==> src/rtl/exc_pkg.sv <==
package exc_pkg;
    localparam int RA_W         = 5;
    localparam int IDX_PS       = 0;
    localparam int IDX_CAUSE    = 1;
    localparam int IDX_VADDR    = 2;
    localparam int IDX_DSAVE    = 3;
    localparam int IDX_DCAUSE   = 4;
    localparam int IDX_EPC_BASE = 7;
    localparam int IDX_EPS_BASE = 16;

    typedef enum logic [1:0] {
        VEC_KERNEL = 2'd0,
        VEC_USER   = 2'd1,
        VEC_DOUBLE = 2'd2,
        VEC_DEBUG  = 2'd3
    } vec_e;

    typedef enum logic {
        ST_RUN   = 1'b0,
        ST_REDIR = 1'b1
    } st_e;

    typedef struct packed {
        logic take_exc;
        logic take_dbg;
        logic to_dsave;
        vec_e vec;
    } route_t;
endpackage

==> src/rtl/exc_route.sv <==
module exc_route import exc_pkg::*; #(
    parameter int IL_W        = 4,
    parameter int DEBUG_LEVEL = 6,
    parameter bit HAS_DEPC    = 1'b1
) (
    input  logic            armed,
    input  logic            exc_req,
    input  logic            dbg_req,
    input  logic            ps_excm,
    input  logic            ps_um,
    input  logic [IL_W-1:0] ps_il,
    output route_t          route
);
    localparam logic [IL_W-1:0] DL = IL_W'(DEBUG_LEVEL);

    logic dbg_ok;
    assign dbg_ok = (ps_il < DL);

    always_comb begin
        route.take_exc = armed & exc_req;
        route.take_dbg = armed & ~exc_req & dbg_req & dbg_ok;
        route.to_dsave = armed & exc_req & ps_excm & HAS_DEPC;
        if (route.take_dbg)
            route.vec = VEC_DEBUG;
        else if (ps_excm)
            route.vec = VEC_DOUBLE;
        else if (ps_um)
            route.vec = VEC_USER;
        else
            route.vec = VEC_KERNEL;
    end
endmodule

==> src/rtl/exc_sreg_file.sv <==
module exc_sreg_file import exc_pkg::*; #(
    parameter int XLEN        = 32,
    parameter int NLEV        = 7,
    parameter int DEBUG_LEVEL = 6,
    parameter int IL_LSB      = 0,
    parameter int IL_W        = 4,
    parameter int EXCM_BIT    = 4,
    parameter int CAUSE_W     = 6,
    parameter int DCAUSE_W    = 6
) (
    input  logic                clk,
    input  logic                rst_n,
    input  route_t              route,
    input  logic [XLEN-1:0]     req_pc,
    input  logic [CAUSE_W-1:0]  exc_cause,
    input  logic                exc_has_vaddr,
    input  logic [XLEN-1:0]     exc_vaddr,
    input  logic [DCAUSE_W-1:0] dbg_cause,
    input  logic                rf_we,
    input  logic [RA_W-1:0]     rf_addr,
    input  logic [XLEN-1:0]     rf_wdata,
    output logic [XLEN-1:0]     rf_rdata,
    output logic [XLEN-1:0]     ps_q
);
    localparam logic [XLEN-1:0] IL_MASK  = XLEN'((1 << IL_W) - 1) << IL_LSB;
    localparam logic [XLEN-1:0] EXCM_M   = XLEN'(1) << EXCM_BIT;
    localparam logic [XLEN-1:0] DBG_BITS = (XLEN'(DEBUG_LEVEL) << IL_LSB) | EXCM_M;

    logic [XLEN-1:0] cause_q, vaddr_q, dsave_q, dcause_q;
    logic [XLEN-1:0] epc_q [1:NLEV];
    logic [XLEN-1:0] eps_q [2:NLEV];
    logic            sw_we;

    assign sw_we = rf_we & ~(route.take_exc | route.take_dbg);

    always_ff @(posedge clk) begin
        if (!rst_n) begin
            ps_q     <= '0;
            cause_q  <= '0;
            vaddr_q  <= '0;
            dsave_q  <= '0;
            dcause_q <= '0;
        end else if (route.take_exc) begin
            ps_q    <= ps_q | EXCM_M;
            cause_q <= XLEN'(exc_cause);
            if (exc_has_vaddr)
                vaddr_q <= exc_vaddr;
            if (route.to_dsave)
                dsave_q <= req_pc;
        end else if (route.take_dbg) begin
            ps_q     <= (ps_q & ~IL_MASK) | DBG_BITS;
            dcause_q <= XLEN'(dbg_cause);
        end else if (sw_we) begin
            if (rf_addr == RA_W'(IDX_PS))     ps_q     <= rf_wdata;
            if (rf_addr == RA_W'(IDX_CAUSE))  cause_q  <= rf_wdata;
            if (rf_addr == RA_W'(IDX_VADDR))  vaddr_q  <= rf_wdata;
            if (rf_addr == RA_W'(IDX_DSAVE))  dsave_q  <= rf_wdata;
            if (rf_addr == RA_W'(IDX_DCAUSE)) dcause_q <= rf_wdata;
        end
    end

    for (genvar n = 1; n <= NLEV; n++) begin : g_epc
        logic [XLEN-1:0] lvl_q;
        always_ff @(posedge clk) begin
            if (!rst_n)
                lvl_q <= '0;
            else if ((n == 1) && route.take_exc && !route.to_dsave)
                lvl_q <= req_pc;
            else if ((n == DEBUG_LEVEL) && route.take_dbg)
                lvl_q <= req_pc;
            else if (sw_we && rf_addr == RA_W'(IDX_EPC_BASE + n))
                lvl_q <= rf_wdata;
        end
        assign epc_q[n] = lvl_q;
    end

    for (genvar n = 2; n <= NLEV; n++) begin : g_eps
        logic [XLEN-1:0] lvl_q;
        always_ff @(posedge clk) begin
            if (!rst_n)
                lvl_q <= '0;
            else if ((n == DEBUG_LEVEL) && route.take_dbg)
                lvl_q <= ps_q;
            else if (sw_we && rf_addr == RA_W'(IDX_EPS_BASE + n))
                lvl_q <= rf_wdata;
        end
        assign eps_q[n] = lvl_q;
    end

    always_comb begin
        rf_rdata = '0;
        if (rf_addr == RA_W'(IDX_PS))     rf_rdata = ps_q;
        if (rf_addr == RA_W'(IDX_CAUSE))  rf_rdata = cause_q;
        if (rf_addr == RA_W'(IDX_VADDR))  rf_rdata = vaddr_q;
        if (rf_addr == RA_W'(IDX_DSAVE))  rf_rdata = dsave_q;
        if (rf_addr == RA_W'(IDX_DCAUSE)) rf_rdata = dcause_q;
        for (int n = 1; n <= NLEV; n++)
            if (rf_addr == RA_W'(IDX_EPC_BASE + n)) rf_rdata = epc_q[n];
        for (int n = 2; n <= NLEV; n++)
            if (rf_addr == RA_W'(IDX_EPS_BASE + n)) rf_rdata = eps_q[n];
    end

    p_excm_set_r4: assert property (@(posedge clk) disable iff (!rst_n)
        route.take_exc |=> ps_q[EXCM_BIT]);
    p_cause_r4: assert property (@(posedge clk) disable iff (!rst_n)
        route.take_exc |=> cause_q == XLEN'($past(exc_cause)));
    p_vaddr_hold_r5: assert property (@(posedge clk) disable iff (!rst_n)
        (route.take_exc && !exc_has_vaddr) |=> $stable(vaddr_q));
    p_dbg_level_r7: assert property (@(posedge clk) disable iff (!rst_n)
        route.take_dbg |=> (ps_q[IL_LSB +: IL_W] == IL_W'(DEBUG_LEVEL)) && ps_q[EXCM_BIT]);
    p_eps_save_r7: assert property (@(posedge clk) disable iff (!rst_n)
        route.take_dbg |=> eps_q[DEBUG_LEVEL] == $past(ps_q));
    p_dsave_keep_epc1_r3: assert property (@(posedge clk) disable iff (!rst_n)
        route.to_dsave |=> $stable(epc_q[1]));
endmodule

==> src/rtl/exc_dispatch.sv <==
module exc_dispatch import exc_pkg::*; #(
    parameter int XLEN        = 32,
    parameter int NLEV        = 7,
    parameter int DEBUG_LEVEL = 6,
    parameter bit HAS_DEPC    = 1'b1,
    parameter int IL_LSB      = 0,
    parameter int IL_W        = 4,
    parameter int EXCM_BIT    = 4,
    parameter int UM_BIT      = 5,
    parameter int CAUSE_W     = 6,
    parameter int DCAUSE_W    = 6
) (
    input  logic                clk,
    input  logic                rst_n,
    input  logic                exc_req,
    input  logic [CAUSE_W-1:0]  exc_cause,
    input  logic [XLEN-1:0]     req_pc,
    input  logic                exc_has_vaddr,
    input  logic [XLEN-1:0]     exc_vaddr,
    input  logic                dbg_req,
    input  logic [DCAUSE_W-1:0] dbg_cause,
    input  logic                rf_we,
    input  logic [4:0]          rf_addr,
    input  logic [XLEN-1:0]     rf_wdata,
    output logic [XLEN-1:0]     rf_rdata,
    output logic                redirect,
    output logic [1:0]          redirect_vec
);
    st_e             state_q, state_d;
    vec_e            vec_q;
    route_t          route;
    logic [XLEN-1:0] ps_q;
    logic            accept;

    exc_route #(
        .IL_W(IL_W), .DEBUG_LEVEL(DEBUG_LEVEL), .HAS_DEPC(HAS_DEPC)
    ) u_route (
        .armed   (state_q == ST_RUN),
        .exc_req (exc_req),
        .dbg_req (dbg_req),
        .ps_excm (ps_q[EXCM_BIT]),
        .ps_um   (ps_q[UM_BIT]),
        .ps_il   (ps_q[IL_LSB +: IL_W]),
        .route   (route)
    );

    exc_sreg_file #(
        .XLEN(XLEN), .NLEV(NLEV), .DEBUG_LEVEL(DEBUG_LEVEL), .IL_LSB(IL_LSB),
        .IL_W(IL_W), .EXCM_BIT(EXCM_BIT), .CAUSE_W(CAUSE_W), .DCAUSE_W(DCAUSE_W)
    ) u_sregs (
        .clk           (clk),
        .rst_n         (rst_n),
        .route         (route),
        .req_pc        (req_pc),
        .exc_cause     (exc_cause),
        .exc_has_vaddr (exc_has_vaddr),
        .exc_vaddr     (exc_vaddr),
        .dbg_cause     (dbg_cause),
        .rf_we         (rf_we),
        .rf_addr       (rf_addr),
        .rf_wdata      (rf_wdata),
        .rf_rdata      (rf_rdata),
        .ps_q          (ps_q)
    );

    assign accept = route.take_exc | route.take_dbg;

    always_ff @(posedge clk) begin
        if (!rst_n) state_q <= ST_RUN;
        else        state_q <= state_d;
    end

    always_comb begin
        state_d = state_q;
        unique case (state_q)
            ST_RUN:   state_d = accept ? ST_REDIR : ST_RUN;
            ST_REDIR: state_d = ST_RUN;
            default:  state_d = ST_RUN;
        endcase
    end

    always_ff @(posedge clk) begin
        if (!rst_n)      vec_q <= VEC_KERNEL;
        else if (accept) vec_q <= route.vec;
    end

    assign redirect     = (state_q == ST_REDIR);
    assign redirect_vec = vec_q;

    p_pulse_r9: assert property (@(posedge clk) disable iff (!rst_n)
        redirect |=> !redirect);
    p_dbg_gate_r6: assert property (@(posedge clk) disable iff (!rst_n)
        (redirect && vec_q == VEC_DEBUG) |-> $past(ps_q[IL_LSB +: IL_W]) < IL_W'(DEBUG_LEVEL));
    p_double_r3: assert property (@(posedge clk) disable iff (!rst_n)
        (redirect && vec_q == VEC_DOUBLE) |-> $past(ps_q[EXCM_BIT]));
    p_prio_r8: assert property (@(posedge clk) disable iff (!rst_n)
        (state_q == ST_RUN && exc_req) |=> (redirect && vec_q != VEC_DEBUG));
endmodule

==> config.mk <==
export PLATFORM = sky130hd
export DESIGN_NAME = exc_dispatch
export DESIGN_NICKNAME = d
export VERILOG_FILES = /design/src/rtl/exc_pkg.sv /design/src/rtl/exc_route.sv /design/src/rtl/exc_sreg_file.sv /design/src/rtl/exc_dispatch.sv
export SDC_FILE = /design/constraint.sdc
export NUM_CORES = 1
export LEC_CHECK = 0
export BUFFER_PORTS_ARGS = -buffer_cell sky130_fd_sc_hd__buf_4
export CAP_MARGIN = 25
export CELL_PAD_IN_SITES_DETAIL_PLACEMENT = 0
export CELL_PAD_IN_SITES_GLOBAL_PLACEMENT = 1
export CORE_AREA = 2 2 314 316
export DETAILED_ROUTE_END_ITERATION = 16
export DIE_AREA = 0 0 316 318
export HOLD_SLACK_MARGIN = 0.05
export PLACE_DENSITY_LB_ADDON = 0.1
export SETUP_SLACK_MARGIN = 0.15
export SLEW_MARGIN = 20
export SYNTH_ARGS = -nofsm -noshare
export SYNTH_HDL_FRONTEND = slang
export SYNTH_HIERARCHICAL = 1
export SYNTH_SLANG_ARGS = --single-unit
==> constraint.sdc <==
create_clock -name clk -period 4.56 [get_ports clk]
set_input_delay 0.228 -clock clk [delete_from_list [all_inputs] [get_ports clk]]
set_output_delay 0.228 -clock clk [all_outputs]
set_load 0.05 [all_outputs]
# Yosys cells after proc, flatten, opt, wreduce, memory -nomap -nowiden
# Index checks and enable logic that the tools add are counted.
# totals
register_bits	579
input_bits	119
output_inout_bits	35
wordCells	144
# op_classes
n_lt_le_gt_ge	1
n_eq_ne	20
n_mux	50
n_bitwise	13
reduce_logical	37
# op_table
op	count
2-to-1 mux 32 bit	37
equality test 5 x 4 -> 1 bit (second input constant)	7
equality test 5 bit (second input constant)	6
2-to-1 mux 6 bit	4
2-to-1 mux 5 bit	4
nonzero test 2 bit	10
logical AND 1 bit	14
AND reduction 3 bit	4
AND reduction 4 bit	3
equality test 5 x 2 -> 1 bit (second input constant)	2
bitwise AND 1 bit	6
inverter 1 bit	6
nonzero test 3 bit	2
equality test 5 x 1 -> 1 bit (second input constant)	1
equality test 5 x 3 -> 1 bit (second input constant)	1
logical NOT 5 bit	1
less-than comparator 4 x 3 -> 1 bit (second input constant)	1
2-to-1 mux 2 bit	2
inequality test 2 x 1 -> 1 bit (second input constant)	2
2-to-1 mux 1 bit	2
inequality test 2 bit (second input constant)	1
one-hot mux 1 bit (2 select lines)	1
AND reduction 2 bit	1
OR reduction 2 bit	1
2 further kinds	2

# Longest topological paths before layout
# depth
ltp_word	19
depth_mapped	11

# Cells and area by module
# Netlist, hierarchy kept.
# by_module_without_submodules
mod	instances	cells_per_inst	area_each_um2
exc_sreg_file	1	3558	28643.7
exc_dispatch	1	11	111.4
exc_route	1	8	80.1

# Least setup slack after synthesis
# No wires, ideal clock.
# synth_path
path_type	in2out
start	input port rf_addr[0]
end	output port rf_rdata[29]
arrival_time_ns	2.653
setup_slack_ns	1.679
cell_stages	9
cell_sequence	buf_2 > buf_4 > inv_1 > buf_4 > buf_4 > nand2_1 > a211oi_1 > o21ai_1 > a311oi_1
# synth_via
elab_chain_len	19
elab_cells_between_ends	36
classes_between	eq/ne: 17; mux: 18; reduce/logical: 1
# synth_lines
element	line	text
start, declared	exc_dispatch.sv:23	input logic [4:0] rf_addr,
logical NOT 5 bit	exc_sreg_file.sv:92	if (rf_addr == RA_W'(IDX_PS)) rf_rdata = ps_q;
2-to-1 mux 32 bit	exc_sreg_file.sv:92	
2-to-1 mux 32 bit	exc_sreg_file.sv:93	if (rf_addr == RA_W'(IDX_CAUSE)) rf_rdata = cause_q;
2-to-1 mux 32 bit	exc_sreg_file.sv:94	if (rf_addr == RA_W'(IDX_VADDR)) rf_rdata = vaddr_q;
2-to-1 mux 32 bit	exc_sreg_file.sv:95	if (rf_addr == RA_W'(IDX_DSAVE)) rf_rdata = dsave_q;
2-to-1 mux 32 bit	exc_sreg_file.sv:96	if (rf_addr == RA_W'(IDX_DCAUSE)) rf_rdata = dcause_q;
2-to-1 mux 32 bit (7 in a row)	exc_sreg_file.sv:98	if (rf_addr == RA_W'(IDX_EPC_BASE + n)) rf_rdata = epc_q[n];
2-to-1 mux 32 bit (5 in a row)	exc_sreg_file.sv:100	if (rf_addr == RA_W'(IDX_EPS_BASE + n)) rf_rdata = eps_q[n];
2-to-1 mux 32 bit *	exc_sreg_file.sv:100	
end, declared	exc_dispatch.sv:25	output logic [XLEN-1:0] rf_rdata,
# Every way passes the cells marked *; elsewhere a longest branch is shown, timed or not.

# Worst setup path after layout
# layout_path
start	input port rf_addr[3]
end	output port rf_rdata[11]
# Same word-level chain as after synthesis.

==> results list <==
- Effective utilization at floorplan: 29.6%
- Beginning of the worst hold path: dbg_req
* Final-report hold violation count: 0
- Across the routed clock network, the largest skew measured is 0.0278 ns.
- Maximum Capacitance Violations: 0
* Rows: 115
- At the later pin of the worst-skew pair, clock insertion delay measures 0.63 ns.
* Sequential share of the synthesized area: 40.2%
- Post-Route WL: 134 mm
- Number of cells traversed by the worst hold path: 5
- At the end of the flow, the number of nets in the layout was 3766.
* Largest stage delay on the critical path: 0.81 ns
* CP Capture Type: primary output
* Post-placement cell count: 4752
- TritonCTS Sinks: 579
* Netlist cell types: 76
- Fraction of layout cells with a size suffix above 1: 12.4%
- Final Instance Area: 0.0344 mm2
- The cell area that synthesis handed to floorplanning was 0.0288 mm2.
- Pwr per Cell Area: 364 mW/mm2
- Final global-route overflow total: 0
* Hold Crit Class: input pin to register
- The clock passes through at most 3 buffers.
- Largest cells by area after synthesis: dfxtp_1 (40%), nand2_1 (12%), a21boi_0 (7.1%)
* Post-route DRC: 0
- The number of cells on the worst reg-to-reg path is 9.
* Outcome: finished, final reports clean
- In this run the mean area of a mapped cell was 8.06 um2.
* Core footprint: 0.0974 mm2
- Clock transition at the registers of the reported paths: 0.06 ns
* Worst r2r dst: u_sregs/dsave_q[22]$_SDFFE_PN0P_
* Final setup vio count: 0
- Static timing analysis puts the maximum clock frequency at 0.282 GHz.
* Flop2flop setup slack: 1.36 ns
- Detailed-router iteration count before antenna repair: 7
- Slowest stage cell, crit path: nor2_2
* Share of the synthesized area in the top cell type: 40.2%
* Initial antenna violation count: 5
- The first global-routing pass estimated 193 mm of wire.
- Critical path class: input pin to primary output
* CP dominant cell by count: buf_4
* Chip height: 318 um
- Number of cells upsized or downsized after cts: 0
- The count of nets left with antenna violations once routing finished came out at 0.
- Share of synthesized registers carrying an async set or reset: 0%
* Dominant delay contributor by cell family on the critical path: simple AND/OR/NAND/NOR gates
- Num CTS Buffers: 71
- Routability-driven placement finished with a final weighted congestion of 0.876.
* Slew Limit Fails: 0
- Total of buffers placed on input and output ports: 153
- At the worst endpoint, the arrival time is 3.31 ns.
* Worst Hold Path EP: redirect_vec[1]$_SDFFE_PN0P_
- Post-synth net total: 3696
- Relative to the synthesized area, the layout overhead comes to 19.4%.
* Maximum resistive drop on vdd: 237 uV
- Total global routing track utilization: 26.2%
* #FFs+latches synth: 579
- Post-synth EDFFs: 0
- The critical path goes through buf_4, or3b_1, nor2_2, buf_4, a221o_1, nor3_1, o22ai_1, buf_4.
* Type of element launching the critical path: input pin
- Slew of the pin with the lowest slew margin: 1.05 ns
- Reg-to-reg critical path startpoint: redirect$_SDFF_PP0_
- Die ar.: 0.100 mm2
* TritonCTS clock tree: done
- The critical path runs through a total of 8 cells.
- STA puts the critical path data required time at 4.33 ns.
- After detailed routing, the average wire length per cell comes to 26.9 um.
- Excluding fillers, the count of instances in the completed layout stands at 4991.
* Share of the clock period used by the worst path after layout: 77.7%
- The via count of the first global-routing pass is 26100.
- In this run, the number of DRC markers left after iteration 0 of detailed routing was 2675.
- From left edge to right edge, the die measures 316 um.
- Count of buffer and inverter cells on the critical path: 3
- Relative slew slack: 30.1%
* Min cycle time layout: 3.54 ns
- The biggest area contributor in the post-synthesis netlist is dfxtp_1.
- Vias after detailed routing: 27400
* Unrepaired setup endpoints after global routing: false
- Once detailed placement completed, the half-perimeter wirelength came to 89.5 mm.
* Number of top-level pins: 154
- Total number of H-tree levels: 3
- Static power due to leakage: 13.3 nW
- Entering global routing, the biggest net connects 214 pins.
* Detail-routed via count per cell: 5.49
- Post-synth top flop: dfxtp_1
* Count of synthesis-stage warnings from yosys: 6
- Clock tree synthesis selected as its root buffer the cell clkbuf_16.
- Instance area after placement: 0.0310 mm2
- In this run the worst path has a maximum fanout of 27.
- Final setup TNS: 0 ns
* Gate count of the mapped netlist: 3577
- Post-Route Utilization: 35.3%
report_power, final:
group / switching, mW / internal, mW
logic: 0.984 / 0.512
registers: 0.106 / 5.17
clock network: 2.40 / 3.37
routing by layer:
layer  global-route usage, %  part of all wire, %
met2                    39.3                   43
met4                    6.90                  2.3
met1                    38.1                   47
met5                       0                0.012
met3                    4.75                  7.3
area by class of cell:
| class | count | area (um2) |
|---|---|---|
| timing repair buffer | 355 | 3130 |
| tap | 1287 | 1610 |
| clock buffer | 107 | 2150 |
| antenna | 1 | 2.50 |
| sequential | 579 | 11600 |
| clock inverter | 22 | 176 |
| fill | 10100 | 63000 |
| multi-input combinational | 2615 | 15700 |
| inverter | 25 | 93.8 |
Yosys cell counts (all sizes together), types with 24 or more instances:
cell and number:
nand2 955, dfxtp 579, a21boi 348, clkbuf 211, o21ai 208, a21oi 164, buf 147, mux2i 142
nor2 119, o211a 105, and2 80, nor2b 67, a22oi 51, o22ai 49, nand3 39, o211ai 38
a31oi 25, inv 24
state kept, by name (all words and copies together), names as in the netlist:
| register | count |
|---|---|
| redirect_vec | 2 |
| u_sregs/vaddr_q | 32 |
| u_sregs/g_eps.lvl_q | 192 |
| u_sregs/dsave_q | 32 |
| u_sregs/ps_q | 32 |
| redirect | 1 |
| u_sregs/cause_q | 32 |
| u_sregs/g_epc.lvl_q | 224 |
| u_sregs/dcause_q | 32 |
metrics by stage:
step                      power, mW  worst slack (ns)  hold WS [ns]
final                          12.5              1.02         0.135
after detailed placement       6.79              1.11         0.443
after global placement         6.78              1.12         0.437
after CTS                      12.7              1.10         0.117
after floorplan                6.17              1.68         0.361
after global routing           13.0             0.976         0.177
worst min-delay path, stage by stage:
cell and delay [ns]:
buf_4 0.12, nand4bb_4 0.12, o21bai_2 0.08, o211ai_1 0.08
o31ai_1 0.07
cell usage in the layout, fill, tap and decap left out, types with 25 or more instances in the layout:
master         instances
mux2i_1              142
dfxtp_1              579
clkbuf_16             75
buf_4                231
nand2_1              951
a31oi_1               25
o211ai_1              38
a21oi_1              162
dlygate4sd3_1        108
o21ai_0              205
nor2_1               100
and2_1                79
a21boi_1              76
a22oi_1               51
a21boi_0             272
nor2b_1               66
o22ai_1               48
o211a_1              105
nand3_1               35
logic make-up after synthesis:
family          share of synthesized area, %
mux                                     7.55
simple gates                            19.7
flops                                   40.2
compound gates                          26.6
buf+inv                                 5.91
timing repair:
| item | in CTS | in global routing |
|---|---|---|
| buffers inserted | 0 | 0 |
| endpoints found under the hold margin | 485 | 0 |
| hold buffers | 108 | 0 |
worst max path at each step:
| stage | startpoint | endpoint | slack, ns |
|---|---|---|---|
| final | rf_addr[3] | rf_rdata[11] | 1.02 |
| after global routing | rf_addr[3] | rf_rdata[11] | 0.98 |
| after CTS | rf_addr[3] | rf_rdata[11] | 1.10 |
| after detailed placement | rf_addr[3] | rf_rdata[11] | 1.11 |
| after global placement | rf_addr[3] | rf_rdata[11] | 1.12 |
| after floorplan | rf_addr[0] | rf_rdata[29] | 1.68 |
Power figures use the tool's default switching activity.
